`src/rtl/rc_gate_pkg.sv`:
```
// Shared types for the ordering gate.
// Assumes the 2-bit kind encoding is fixed at the block boundary.
package rc_gate_pkg;
    typedef enum logic [1:0] {
        ACC_LOAD  = 2'b00,
        ACC_STORE = 2'b01,
        ACC_ACQ   = 2'b10,
        ACC_REL   = 2'b11
    } acc_kind_e;

    // Bit 1 of the code marks a synchronisation operation.
    function automatic logic kind_is_sync(input logic [1:0] k);
        return k[1];
    endfunction
endpackage

```
`src/rtl/rc_slot_table.sv`:
```
// Per-ID outstanding-transaction table.
// An entry becomes busy on allocation and clears on a matching completion.
// Assumes an allocation never targets a busy entry.
// A completion for a free entry is dropped.
module rc_slot_table #(
    parameter int SLOTS = 4,
    localparam int IDW = $clog2(SLOTS)
) (
    input  logic             clk,
    input  logic             rst_n,
    input  logic             alloc_en,
    input  logic [IDW-1:0]   alloc_id,
    input  logic [1:0]       alloc_kind,
    input  logic             cpl_valid,
    input  logic [IDW-1:0]   cpl_id,
    output logic [SLOTS-1:0] busy,
    output logic [SLOTS-1:0] ord_busy,
    output logic [SLOTS-1:0] acq_busy,
    output logic [SLOTS-1:0] sync_busy
);
    import rc_gate_pkg::*;

    for (genvar i = 0; i < SLOTS; i++) begin : g_slot
        logic [1:0] kind_q;

        // Hold the busy flag and kind of entry i.
        always_ff @(posedge clk) begin
            if (!rst_n) begin
                busy[i] <= 1'b0;
                kind_q  <= 2'b00;
            end else if (alloc_en && alloc_id == IDW'(i)) begin
                busy[i] <= 1'b1;
                kind_q  <= alloc_kind;
            end else if (cpl_valid && cpl_id == IDW'(i) && busy[i]) begin
                busy[i] <= 1'b0;
            end
        end

        // Classify the entry for the ordering rules.
        always_comb begin
            ord_busy[i]  = busy[i] && !kind_is_sync(kind_q);
            sync_busy[i] = busy[i] &&  kind_is_sync(kind_q);
            acq_busy[i]  = busy[i] && (kind_q == ACC_ACQ);
        end

        // an ID is never handed out twice.
        a_r6_alloc_free: assert property (@(posedge clk) disable iff (!rst_n)
            alloc_en && alloc_id == IDW'(i) |-> !busy[i]);
        // an allocated entry is busy in the following cycle.
        a_r7_busy_after_alloc: assert property (@(posedge clk) disable iff (!rst_n)
            alloc_en && alloc_id == IDW'(i) |=> busy[i]);
    end
endmodule

```
`src/rtl/rc_id_picker.sv`:
```
// Chooses the lowest-numbered free transaction ID.
// Purely combinational. Assumes `busy` comes from registered state.
module rc_id_picker #(
    parameter int SLOTS = 4,
    localparam int IDW = $clog2(SLOTS)
) (
    input  logic [SLOTS-1:0] busy,
    output logic             any_free,
    output logic [IDW-1:0]   free_id
);
    // Scan from the top so the lowest free index wins.
    always_comb begin
        any_free = 1'b0;
        free_id  = '0;
        for (int i = SLOTS - 1; i >= 0; i--) begin
            if (!busy[i]) begin
                any_free = 1'b1;
                free_id  = IDW'(i);
            end
        end
    end
endmodule

```
`src/rtl/rc_order_rules.sv`:
```
// Release-consistency issue rules for the request at the head.
// Assumes the outstanding summaries reflect only completed-before-now state.
module rc_order_rules (
    input  logic [1:0] kind,
    input  logic       any_free,
    input  logic       ord_out,
    input  logic       acq_out,
    input  logic       sync_out,
    output logic       permit
);
    import rc_gate_pkg::*;

    // Decide whether the head access may leave this cycle.
    always_comb begin
        unique case (kind)
            ACC_LOAD, ACC_STORE: permit = !acq_out;
            ACC_ACQ:             permit = !sync_out;
            ACC_REL:             permit = !sync_out && !ord_out;
            default:             permit = 1'b0;
        endcase
        permit = permit && any_free;
    end
endmodule

```
`src/rtl/rc_issue_gate.sv`:
```
// Ordering gate in front of a memory port.
// Forwards tagged accesses with an ID when release-consistency rules allow it.
// Assumes memory completes each ID at most once per issue.
module rc_issue_gate #(
    parameter int SLOTS = 4,
    parameter int AW    = 32,
    localparam int IDW  = $clog2(SLOTS),
    localparam int CNTW = $clog2(SLOTS + 1)
) (
    input  logic            clk,
    input  logic            rst_n,
    input  logic            req_valid,
    input  logic [1:0]      req_kind,
    input  logic [AW-1:0]   req_addr,
    output logic            req_ready,
    output logic            mem_valid,
    output logic [1:0]      mem_kind,
    output logic [AW-1:0]   mem_addr,
    output logic [IDW-1:0]  mem_id,
    input  logic            mem_ready,
    input  logic            cpl_valid,
    input  logic [IDW-1:0]  cpl_id,
    output logic [CNTW-1:0] ord_count,
    output logic            acq_pending
);
    import rc_gate_pkg::*;

    logic [SLOTS-1:0] busy, ord_busy, acq_busy, sync_busy;
    logic             any_free, permit, issue;
    logic [IDW-1:0]   free_id;

    rc_slot_table #(.SLOTS(SLOTS)) u_table (
        .clk(clk), .rst_n(rst_n),
        .alloc_en(issue), .alloc_id(free_id), .alloc_kind(req_kind),
        .cpl_valid(cpl_valid), .cpl_id(cpl_id),
        .busy(busy), .ord_busy(ord_busy), .acq_busy(acq_busy), .sync_busy(sync_busy)
    );

    rc_id_picker #(.SLOTS(SLOTS)) u_pick (
        .busy(busy), .any_free(any_free), .free_id(free_id)
    );

    rc_order_rules u_rules (
        .kind(req_kind), .any_free(any_free),
        .ord_out(|ord_busy), .acq_out(|acq_busy), .sync_out(|sync_busy),
        .permit(permit)
    );

    // Drive the memory side straight from the head request.
    always_comb begin
        mem_valid = req_valid && permit;
        mem_kind  = req_kind;
        mem_addr  = req_addr;
        mem_id    = free_id;
        issue     = mem_valid && mem_ready;
        req_ready = issue;
    end

    // Summarise outstanding state for the status outputs.
    always_comb begin
        ord_count = '0;
        for (int i = 0; i < SLOTS; i++) ord_count = ord_count + CNTW'(ord_busy[i]);
        acq_pending = |acq_busy;
    end

    // a plain access never leaves while an acquire is open.
    a_r2_no_ord_after_acq: assert property (@(posedge clk) disable iff (!rst_n)
        mem_valid && !kind_is_sync(mem_kind) |-> !acq_pending);
    // a release never leaves with plain accesses in flight.
    a_r3_rel_after_ord: assert property (@(posedge clk) disable iff (!rst_n)
        mem_valid && mem_kind == ACC_REL |-> ord_count == '0);
    // the count stays within the ID pool.
    a_r6_count_bound: assert property (@(posedge clk) disable iff (!rst_n)
        ord_count <= CNTW'(SLOTS));
    // memory side is only active with a request present.
    a_r1_valid_follows_req: assert property (@(posedge clk) disable iff (!rst_n)
        mem_valid |-> req_valid);
    // taking a request requires memory acceptance.
    a_r9_ready_needs_mem: assert property (@(posedge clk) disable iff (!rst_n)
        req_ready |-> mem_ready && mem_valid);
    // an acquire accepted shows up as pending next cycle.
    a_r8_acq_visible: assert property (@(posedge clk) disable iff (!rst_n)
        req_ready && req_kind == ACC_ACQ |=> acq_pending);
endmodule

```
`config.mk`:
```
export PLATFORM = sky130hd
export DESIGN_NAME = rc_issue_gate
export DESIGN_NICKNAME = d
export VERILOG_FILES = /design/src/rtl/rc_gate_pkg.sv /design/src/rtl/rc_slot_table.sv /design/src/rtl/rc_id_picker.sv /design/src/rtl/rc_order_rules.sv /design/src/rtl/rc_issue_gate.sv
export SDC_FILE = /design/constraint.sdc
export NUM_CORES = 1
export LEC_CHECK = 0
export ABC_AREA = 1
export BUFFER_PORTS_ARGS = -buffer_cell sky130_fd_sc_hd__buf_2
export CORE_ASPECT_RATIO = 1.5
export CORE_MARGIN = 4
export CORE_UTILIZATION = 42
export DETAILED_ROUTE_END_ITERATION = 12
export GPL_TIMING_DRIVEN = 0
export PLACE_DENSITY = 0.89
export SLEW_MARGIN = 25
export SYNTH_ARGS = -nofsm -noshare
export SYNTH_HDL_FRONTEND = slang
export SYNTH_SLANG_ARGS = --single-unit
```
`constraint.sdc`:
```
create_clock -name clk -period 3.95 [get_ports clk]
set_input_delay 0.1975 -clock clk [delete_from_list [all_inputs] [get_ports clk]]
set_output_delay 0.1975 -clock clk [all_outputs]
set_load 0.01 [all_outputs]
```
Word level (Yosys, flattened, before mapping)
Index checks and enable logic that the tools add are counted.
Widths: inputs -> output; s select.
{ "totals": {"reg_bits": 12, "input_bits": 41, "output_inout_bits": 42} }
{ "op_classes": {"addsub": 3, "eq_ne": 13, "mux": 17, "n_reduce_logical": 46} }
{ "ops": {"columns": ["cell", "n"], "rows": [
  ["$logic_and 1x1->1", 28],
  ["$eq 2x2->1 const B", 10],
  ["$mux 1", 12],
  ["$reduce_or 4->1", 3],
  ["$mux 2", 4],
  ["$reduce_bool 2->1", 4],
  ["$logic_not 1->1", 7],
  ["$eq 2x1->1 const B", 3],
  ["$logic_not 2->1", 3],
  ["$add 2x1->3", 1],
  ["$add 3x1->3", 1],
  ["$pmux 1 s3", 1],
  ["$add 1x1->2", 1],
  ["$reduce_or 2->1", 1]
]} }

Longest topological paths before layout
Gate-level depths: netlist of the first run.
{ "logic_depth": {"ltp_word": 11, "depth_mapped": 11, "depth_no_buf": 11} }

Modules after synthesis
From an unflattened synthesis of the first run, not the netlist that was laid out.
{ "hier_totals": {"cells_unflattened": 154, "hier_area_um2": 1024.7} }
{ "modules_own_cells": {"columns": ["module", "n_inst", "cells_per_inst", "area_per_inst_um2", "seq_area_each_um2"], "rows": [
  ["rc_slot_table", 1, 83, 581.8, 240.2],
  ["rc_issue_gate", 1, 55, 379.1, 0.0],
  ["rc_id_picker", 1, 9, 36.3, 0.0],
  ["rc_order_rules", 1, 7, 27.5, 0.0]
]} }

Least setup slack after synthesis of the first run
Ideal clock, no wire load.
{ "synth_path": {"path_type": "flip-flop to output port", "start": "register u_table.busy[0]", "end": "output ord_count[1]", "arrival_ps": 1535, "t_required_ps": 3753, "path_slack_ps": 2217, "stages_incl_launch_ff": 6, "path_buffers": 0, "cell_sequence": "dfxtp_1 > nand2_1 > fa_1 > inv_1 > ha_1 > ha_1"} }
{ "synth_via": {"elab_chain_len": 4} }
{ "synth_rtl": {"columns": ["element", "line", "rtl"], "rows": [
  ["start: declaration", "rc_slot_table.sv:16", "output logic [SLOTS-1:0] busy,"],
  ["start signal: indexed assignment", "rc_slot_table.sv:29", "busy[i] <= 1'b0;"],
  ["start signal: indexed assignment", "rc_slot_table.sv:32", "busy[i] <= 1'b1;"],
  ["start signal: indexed assignment", "rc_slot_table.sv:35", "busy[i] <= 1'b0;"],
  ["$logic_and 1x1->1", "rc_slot_table.sv:41", "ord_busy[i] = busy[i] && !kind_is_sync(kind_q);"],
  ["$add 1x1->2", "rc_issue_gate.sv:62", "for (int i = 0; i < SLOTS; i++) ord_count = ord_count + CNTW'(ord_busy[i]);"],
  ["$add 2x1->3", "rc_issue_gate.sv:62", null],
  ["$add 3x1->3", "rc_issue_gate.sv:62", null],
  ["end: declaration", "rc_issue_gate.sv:23", "output logic [CNTW-1:0] ord_count,"]
]} }
No other way between the ends.

Worst setup path in the final report of the first run
{ "layout_path": {"start": "register u_table.busy[1]", "end": "output ord_count[1]"} }
Same word-level chain as after synthesis.

==> flow_summary.ini, run 1 <==
[run_status]
status = finished clean

[setup_path]
rr_startpoint = u_table.busy[1]$_SDFFE_PN0P_
reg2regPathDepth = 10
path_max_fanout = 7
r2r_end = u_table.g_slot[0].kind_q[1]$_SDFFE_PN0P_
crit_type = reg -> out
setup.worst_path.start_class = register
worstPathRequired_ns = 3.75
cp-end-kind = output port
r2r_slack_ns = 2.31
crit_arrival_ns = 2.03

[logic_synthesis]
synth_edf_count = 0
ys_ff_latch = 12
yosysMostFrequentCell = buf_4
ys_types = 19
ys_seq_area_frac = 0.228
syn_nets = 198
ys.flop_type = dfxtp_1
synth_common_cells = buf_4 (34), nand2_1 (33), nor2_1 (25)
synthArstFlopShare = 0
synthCells = 153
synth_top_area_frac = 0.242
synthTopCellsByArea = buf_4 (24%), dfxtp_1 (23%), nand2_1 (12%)
ys.warnings.count = 0
synth_area_per_cell_sq_um = 6.89
yosysTopAreaCell = buf_4
syn-cell-area_sq_mm = 0.00105

[timing]
hold_violations = 0
tightest_slew_ns = 0.323
maxSlewHeadroom = 0.783
report.final.slew_viol_count = 0
finalCritPeriodShare = 0.565
finalSetupViolations = 0
max_freq_mhz = 448
setup_tns_ns = 0
fin_crit_ns = 2.23
worst_slack_ns = 1.72
finalClockSkew_ns = 0.000690
rsz0062_at_grt = false

[die]
ios = 83
initial_utilization = 0.435
rows = 22
die_y_microns = 69.4
core_sq_mm = 0.00242
dieArea_sq_mm = 0.00339
die_x_microns = 48.9

[drt]
wl_per_cell_microns = 9.90
first_pass_iters = 2
via_per_inst = 4.49
dr_total_vias = 1033
route.detailed.drc = 0
ant_nets = 0
wl_mm = 2.28
drt_iter0_markers = 14

[placed_design]
routabilityCongestion = 0.799
dp_slack_ns = 2.00
hpwl_mm = 2.02
dp_cells = 226
port_buffers = 49

[clock_network]
post_cts_resize_count = 0
numCtsBuffers = 3
postCtsSetupRepairBufs = 0
cts.sinks = 12
tritoncts = built
cts-hold-fix-buffers = 0
clockBufferDepth = 2
path_clk_slew_ns = 0.07
clk_latency_ns = 0.27
cts_root_buf = clkbuf_4
htreeDepth = 1

[global_routing]
grt_pass1_vias = 972
antenna_found_initial = 0
grt_use_total = 0.135
overflow = 0
grt_pass1_wl_mm = 3.86
grt_max_degree = 10

[final_layout]
n_antenna_cell = 0
stdcell_count = 230
fill_cells = 232
finalNetCount = 252
area_growth_pct = 29.5
drive_gt1_frac = 0.490

[power]
power.density_mw_per_mm2 = 231
leakagePower_nw = 0.814
peakVddDrop_mv = 0.131

[flow_run]
drv_cap = 0

[worst_hold_path]
hp-class = in -> reg
whs_path_depth = 3
hold_start = rst_n
hold_end = u_table.g_slot[1].kind_q[0]$_SDFFE_PN0P_
[routing by layer]
metal  up-vias  GRT usage  part of all wire
li1        536          -                 -
met1       435      0.139              0.32
met2        58      0.244              0.54
met3         4     0.0323              0.12
met4         0     0.0689             0.020
met5         -          0                 0
[how the worst max path moves through the flow]
stage / from / end / slack (ns) / cells past startpoint
6_report: u_table.busy[1]$_SDFFE_PN0P_ / ord_count[1] / 1.72 / 6
5_1_grt: u_table.busy[1]$_SDFFE_PN0P_ / ord_count[1] / 1.59 / 6
4_1_cts: u_table.busy[1]$_SDFFE_PN0P_ / ord_count[1] / 1.70 / 6
3_5_place_dp: u_table.busy[1]$_SDFFE_PN0P_ / ord_count[1] / 2.00 / 6
3_3_place_gp: u_table.busy[1]$_SDFFE_PN0P_ / ord_count[1] / 2.05 / 6
2_1_floorplan: u_table.busy[0]$_SDFFE_PN0P_ / ord_count[1] / 2.22 / 5
[metrics by stage]
stage                     hold WS, ns  power, mW   util  cell area (sq um)
after CTS                       0.159      0.320  0.564               1370
final                           0.167      0.315  0.564               1370
after global routing            0.170      0.335  0.564               1370
after floorplan                 0.332      0.191      -               1050
after detailed placement        0.454      0.223  0.549               1330
after global placement          0.454      0.221  0.549               1330
[worst max-delay path: stages (launching register included)]
cell and delay, ns:
dfxtp_1 0.46, nand2_1 0.15, fa_1 0.52, inv_1 0.04
ha_1 0.19, ha_1 0.26, buf_2 0.14
[power by group]
group | switching, mW | internal, mW | leakage [nW] | total, mW
clock network | 0.0402 | 0.0560 | 0.0210 | 0.0963
registers | 0.00316 | 0.124 | 0.0973 | 0.128
logic | 0.0442 | 0.0474 | 0.696 | 0.0916
total | 0.0876 | 0.228 | 0.814 | 0.315
[cells by family after synthesis]
| family | count (synthesis) | share of synthesized area |
|---|---|---|
| adder cells (fa/ha/maj) | 4 | 0.0546 |
| flip-flops | 12 | 0.228 |
| AND/OR/NAND/NOR | 75 | 0.349 |
| AO/OA/AOI/OAI | 8 | 0.0486 |
| buffers and inverters | 54 | 0.320 |
[registers in the layout (all words and copies together), names as in the netlist]
register               cells
u_table.busy               4
u_table.g_slot.kind_q      8
[layout make-up]
type                            instances  area (sq um)  area share
Clock buffer                            4          36.3      0.0266
Multi-Input combinational cell         87           477       0.349
Buffer                                 35           267       0.195
Inverter                               19          71.3      0.0522
Tap cell                               24          30.0      0.0220
Sequential cell                        12           240       0.176
Timing Repair Buffer                   49           245       0.179
[cell usage in the layout, fill, tap and decap left out]
cell type,Yosys,final
buf_6,1,1
nand2_1,33,33
nand3_1,5,5
ha_1,3,3
dfxtp_1,12,12
a21oi_1,5,5
fa_1,1,1
buf_4,34,34
buf_2,0,49
nor2_1,25,25
clkbuf_4,0,3
nand2_2,3,3
nand2_8,1,1
nor2_2,1,1
nand4_2,4,4
a21oi_4,1,1
nor2_4,2,2
inv_1,18,18
inv_2,1,1
nand3b_1,1,1
clkbuf_8,0,1
o21ai_0,2,2
No activity file was read; power rests on OpenSTA's default activity.
==> run 2, diff against run 1 <==
- ABC_AREA: 1 -> 0
- CORE_UTILIZATION: 42 -> 40
- PLACE_DENSITY: 0.89 -> 0.85
- clock period: 3.95 -> 2.3 ns (I/O delays scaled with it)
==> flow_summary.ini, run 2 <==
[run_status]
status = finished clean

[setup_path]
crit_top_cell = ha_1
max_stage_delay_ns = 0.54
cp_cell_sequence = buf_6, nand2b_1, fa_1, inv_1, ha_1, ha_1, buf_2
r2r_end = u_table.g_slot[0].kind_q[1]$_SDFFE_PN0P_
crit_arrival_ns = 2.08
path_max_fanout = 10
reg2regPathDepth = 7
rr_startpoint = u_table.busy[0]$_SDFFE_PN0P_
critical-path-slowest-cell = fa_1
crit_type = reg -> out
worstPathRequired_ns = 2.18
setup.worst_path.start_class = register
cp-end-kind = output port
crit_family = adder cells
critical_path_buf_inv_count = 3
r2r_slack_ns = 0.20

[power]
power.density_mw_per_mm2 = 395
peakVddDrop_mv = 0.399
leakagePower_nw = 0.706

[logic_synthesis]
synthCells = 134
synth_top_area_frac = 0.251
ys_types = 38
yosysTopAreaCell = buf_4
synth_common_cells = buf_4 (36), dfxtp_1 (12), nand2_1 (12)
yosysMostFrequentCell = buf_4
synthTopCellsByArea = buf_4 (25%), dfxtp_1 (22%), a21oi_1 (4.6%)
synth_edf_count = 0
ys_ff_latch = 12
synthArstFlopShare = 0
syn_nets = 179
ys.warnings.count = 0
synth_area_per_cell_sq_um = 8.05
syn-cell-area_sq_mm = 0.00108
ys_seq_area_frac = 0.223
ys.flop_type = dfxtp_1

[placed_design]
dpl_cell_area_sq_mm = 0.00137
dp_slack_ns = -0.00347
hpwl_mm = 2.21
routabilityCongestion = 0.797
port_buffers = 50
dp_cells = 220

[timing]
hold_violations = 0
report.final.slew_viol_count = 0
finalClockSkew_ns = 0.00637
maxSlewHeadroom = 0.684
finalSetupViolations = 0
finalCritPeriodShare = 0.956
rsz0062_at_grt = false
fin_crit_ns = 2.20
tightest_slew_ns = 0.474
hold_ws_ns = 0.0922
worst_slack_ns = 0.101
max_freq_mhz = 455

[drt]
first_pass_iters = 4
dr_total_vias = 1077
wl_mm = 2.62
route.detailed.drc = 0
wl_per_cell_microns = 11.7
via_per_inst = 4.81
drt_iter0_markers = 16
ant_nets = 0

[clock_network]
cts_root_buf = clkbuf_4
cts.sinks = 12
postCtsSetupRepairBufs = 0
clk_latency_ns = 0.28
path_clk_slew_ns = 0.07
htreeDepth = 1
cts-hold-fix-buffers = 0
numCtsBuffers = 3
tritoncts = built
clockBufferDepth = 2

[final_layout]
reg_top3 = u_table.g_slot.kind_q (8), u_table.busy (4)
largest_register = u_table.g_slot.kind_q
drive_gt1_frac = 0.569
mostFrequentLayoutCells = buf_2 (50), buf_4 (36), nand2_1 (12)
final_common_cell = buf_2
area_growth_pct = 31.6
fin_util = 0.566
largest_reg_flops = 8
fin_area_sq_mm = 0.00142
finalNetCount = 234
stdcell_count = 224
n_antenna_cell = 0

[global_routing]
grt_pass1_vias = 994
overflow = 0
antenna_found_initial = 0
grt_pass1_wl_mm = 4.09
grt_use_total = 0.145
grt_max_degree = 11

[die]
core_sq_mm = 0.00250
initial_utilization = 0.431
die_y_microns = 71.6
dieArea_sq_mm = 0.00361
die_x_microns = 50.4
rows = 22
ios = 83

[worst_hold_path]
hp-class = in -> reg
whs_path_depth = 2
hold_end = u_table.busy[0]$_SDFFE_PN0P_
hold_start = rst_n

[flow_run]
drv_cap = 0
==> run 2: worst register-to-register path, stage by stage (launching register included) <==
cell and delay (ns):
dfxtp_2 0.35, buf_6 0.15, nand2b_1 0.13, ha_1 0.21, a31oi_4 0.11, or4b_4 0.56, or4_4 0.49, o21ai_2 0.06
==> run 2: per-layer routing <==
metal / global-route usage / wire [microns] / up-vias
met5: 0 / 0 / -
met4: 0.0928 / 72 / 0
met1: 0.157 / 929 / 467
li1: - / - / 530
met2: 0.256 / 1310 / 75
met3: 0.0208 / 313 / 5
==> run 2: through the flow <==
step                       TNS, ns  total power [mW]
after floorplan                  0             0.336
after global placement    -0.00139             0.390
after detailed placement  -0.00347             0.393
after CTS                        0             0.566
after global routing             0             0.591
final                            0             0.561
==> run 2: what timing repair did <==
item	in CTS	in global routing
hold endpoints to repair	0	0
resized for setup	2	2
cloned	0	0
setup endpoints to repair	6	3
==> run 2: layout make-up <==
cell class                 count  area, sq um
fill                         251         1090
multi-input combinational     77          527
buffer                        39          297
timing repair buffer          50          250
sequential                    12          241
tap                           36         45.0
clock buffer                   4         36.3
inverter                       6         22.5
==> run 2: cells by family (layout without fill, tap and decap cells) <==
group           count (synthesis)  after routing  share of synthesized area
simple gates                   43             43                      0.225
compound gates                 30             30                      0.210
buf+inv                        45             99                      0.289
fa+ha+maj                       4              4                     0.0534
flops                          12             12                      0.223
==> run 2: how the worst max path moves through the flow <==
stage | startpoint | end | slack [ns] | depth (start not counted)
floorplan | u_table.busy[0]$_SDFFE_PN0P_ | u_table.g_slot[0].kind_q[1]$_SDFFE_PN0P_ | 0.18 | 7
global placement | u_table.busy[0]$_SDFFE_PN0P_ | ord_count[1] | -0.001 | 7
detailed placement | u_table.busy[0]$_SDFFE_PN0P_ | u_table.g_slot[0].kind_q[1]$_SDFFE_PN0P_ | -0.003 | 7
CTS | u_table.busy[0]$_SDFFE_PN0P_ | ord_count[1] | 0.0007 | 7
global route | u_table.busy[0]$_SDFFE_PN0P_ | ord_count[1] | 0.003 | 7
finish | u_table.busy[0]$_SDFFE_PN0P_ | ord_count[1] | 0.10 | 7
==> run 2: where the power goes <==
group | switching [mW] | total, mW | internal (mW)
clock | 0.0746 | 0.171 | 0.0965
combinational | 0.0808 | 0.173 | 0.0917
sequential | 0.00438 | 0.217 | 0.213
==> run 3, diff against run 2 <==
- CELL_PAD_IN_SITES_DETAIL_PLACEMENT: unset -> 0
- CELL_PAD_IN_SITES_GLOBAL_PLACEMENT: unset -> 1
- CORE_UTILIZATION: 40 -> 26
- PLACE_DENSITY: 0.85 -> 0.83
==> flow_summary.ini, run 3 (synthesized netlist as in run 2, its figures left out) <==
[die]
die_x_microns = 60.6
die_y_microns = 86.9
core_sq_mm = 0.00399
initial_utilization = 0.270
rows = 28
dieArea_sq_mm = 0.00526
ios = 83

[final_layout]
fin_area_sq_mm = 0.00144
area_growth_pct = 33.1
largest_reg_flops = 8
reg_top3 = u_table.g_slot.kind_q (8), u_table.busy (4)
n_antenna_cell = 0
final_common_cell = buf_2
fin_util = 0.359
drive_gt1_frac = 0.567
largest_register = u_table.g_slot.kind_q
mostFrequentLayoutCells = buf_2 (50), buf_4 (36), nand2_1 (12)
stdcell_count = 232
finalNetCount = 234

[drt]
first_pass_iters = 4
dr_total_vias = 1076
wl_per_cell_microns = 11.3
wl_mm = 2.63
drt_iter0_markers = 25
ant_nets = 0
route.detailed.drc = 0
via_per_inst = 4.64

[placed_design]
dp_slack_ns = -0.0473
dpl_cell_area_sq_mm = 0.00139
port_buffers = 50
hpwl_mm = 2.21
dp_cells = 229
routabilityCongestion = 0.791

[timing]
max_freq_mhz = 463
worst_slack_ns = 0.138
tightest_slew_ns = 0.479
hold_ws_ns = 0.137
finalCritPeriodShare = 0.940
setup_tns_ns = 0
finalClockSkew_ns = 0.00138
fin_crit_ns = 2.16
report.final.slew_viol_count = 0
maxSlewHeadroom = 0.681
finalSetupViolations = 0
rsz0062_at_grt = false
hold_violations = 0

[power]
leakagePower_nw = 0.707
finalPower_mw = 0.576
power.density_mw_per_mm2 = 401
peakVddDrop_mv = 0.157

[clock_network]
cts_root_buf = clkbuf_8
path_clk_slew_ns = 0.05
cts.sinks = 12
numCtsBuffers = 3
clockBufferDepth = 2
post_cts_resize_count = 2
postCtsSetupRepairBufs = 0
htreeDepth = 1
tritoncts = built
cts-hold-fix-buffers = 0
clk_latency_ns = 0.24

[setup_path]
setup.worst_path.start_class = register
path_max_fanout = 10
worstPathRequired_ns = 2.18
crit_arrival_ns = 2.05
crit_type = reg -> out
cp-end-kind = output port
reg2regPathDepth = 7

[run_status]
status = finished clean

[global_routing]
grt_max_degree = 11
grt_pass1_vias = 988
overflow = 0
antenna_found_initial = 0
grt_use_total = 0.102
grt_pass1_wl_mm = 4.15

[worst_hold_path]
hp-class = in -> reg
whs_path_depth = 2

[flow_run]
drv_cap = 0
## run 3: cell count changes in the layout (fill, tap and decap cells not counted)
cell | before | now
clkbuf_4 | 3 | 0
clkbuf_8 | 1 | 3
## run 3: layout make-up
cell class | count | area, sq um
fillers | 450 | 2560
multi-input cells | 77 | 527
plain buffers | 39 | 297
repair buffers | 50 | 250
flip-flops and latches | 12 | 241
well taps | 45 | 56.3
clock buffers | 3 | 41.3
inverters | 6 | 22.5
## run 3: worst max-delay path: stages, from the launching register on
cell and delay, ns:
dfxtp_2 0.37, buf_6 0.16, nand2b_1 0.11, fa_1 0.54, inv_1 0.04, ha_1 0.18, ha_1 0.26, buf_2 0.14
## run 3: path summary, 6_finish.rpt
check	from	endpoint	slack, ns
worst max-delay path	u_table.busy[0]$_SDFFE_PN0P_	ord_count[1]	0.14
worst min-delay path	rst_n	u_table.busy[0]$_SDFFE_PN0P_	0.14
worst max register to register	u_table.busy[0]$_SDFFE_PN0P_	u_table.g_slot[0].kind_q[1]$_SDFFE_PN0P_	0.18
worst min register to register	u_table.g_slot[2].kind_q[0]$_SDFFE_PN0P_	u_table.g_slot[2].kind_q[0]$_SDFFE_PN0P_	0.46
## run 3: metal layers
layer  vias to the layer above  track usage  share of wire
li1                        528            -              -
met1                       463        0.122           0.37
met2                        80        0.173           0.47
met3                         5      0.00890           0.13
met4                         0       0.0592          0.027
met5                         -            0              0
## run 3: power by group
group          switching [mW]  internal, mW
logic                  0.0800        0.0916
registers             0.00467         0.214
clock network          0.0708         0.115
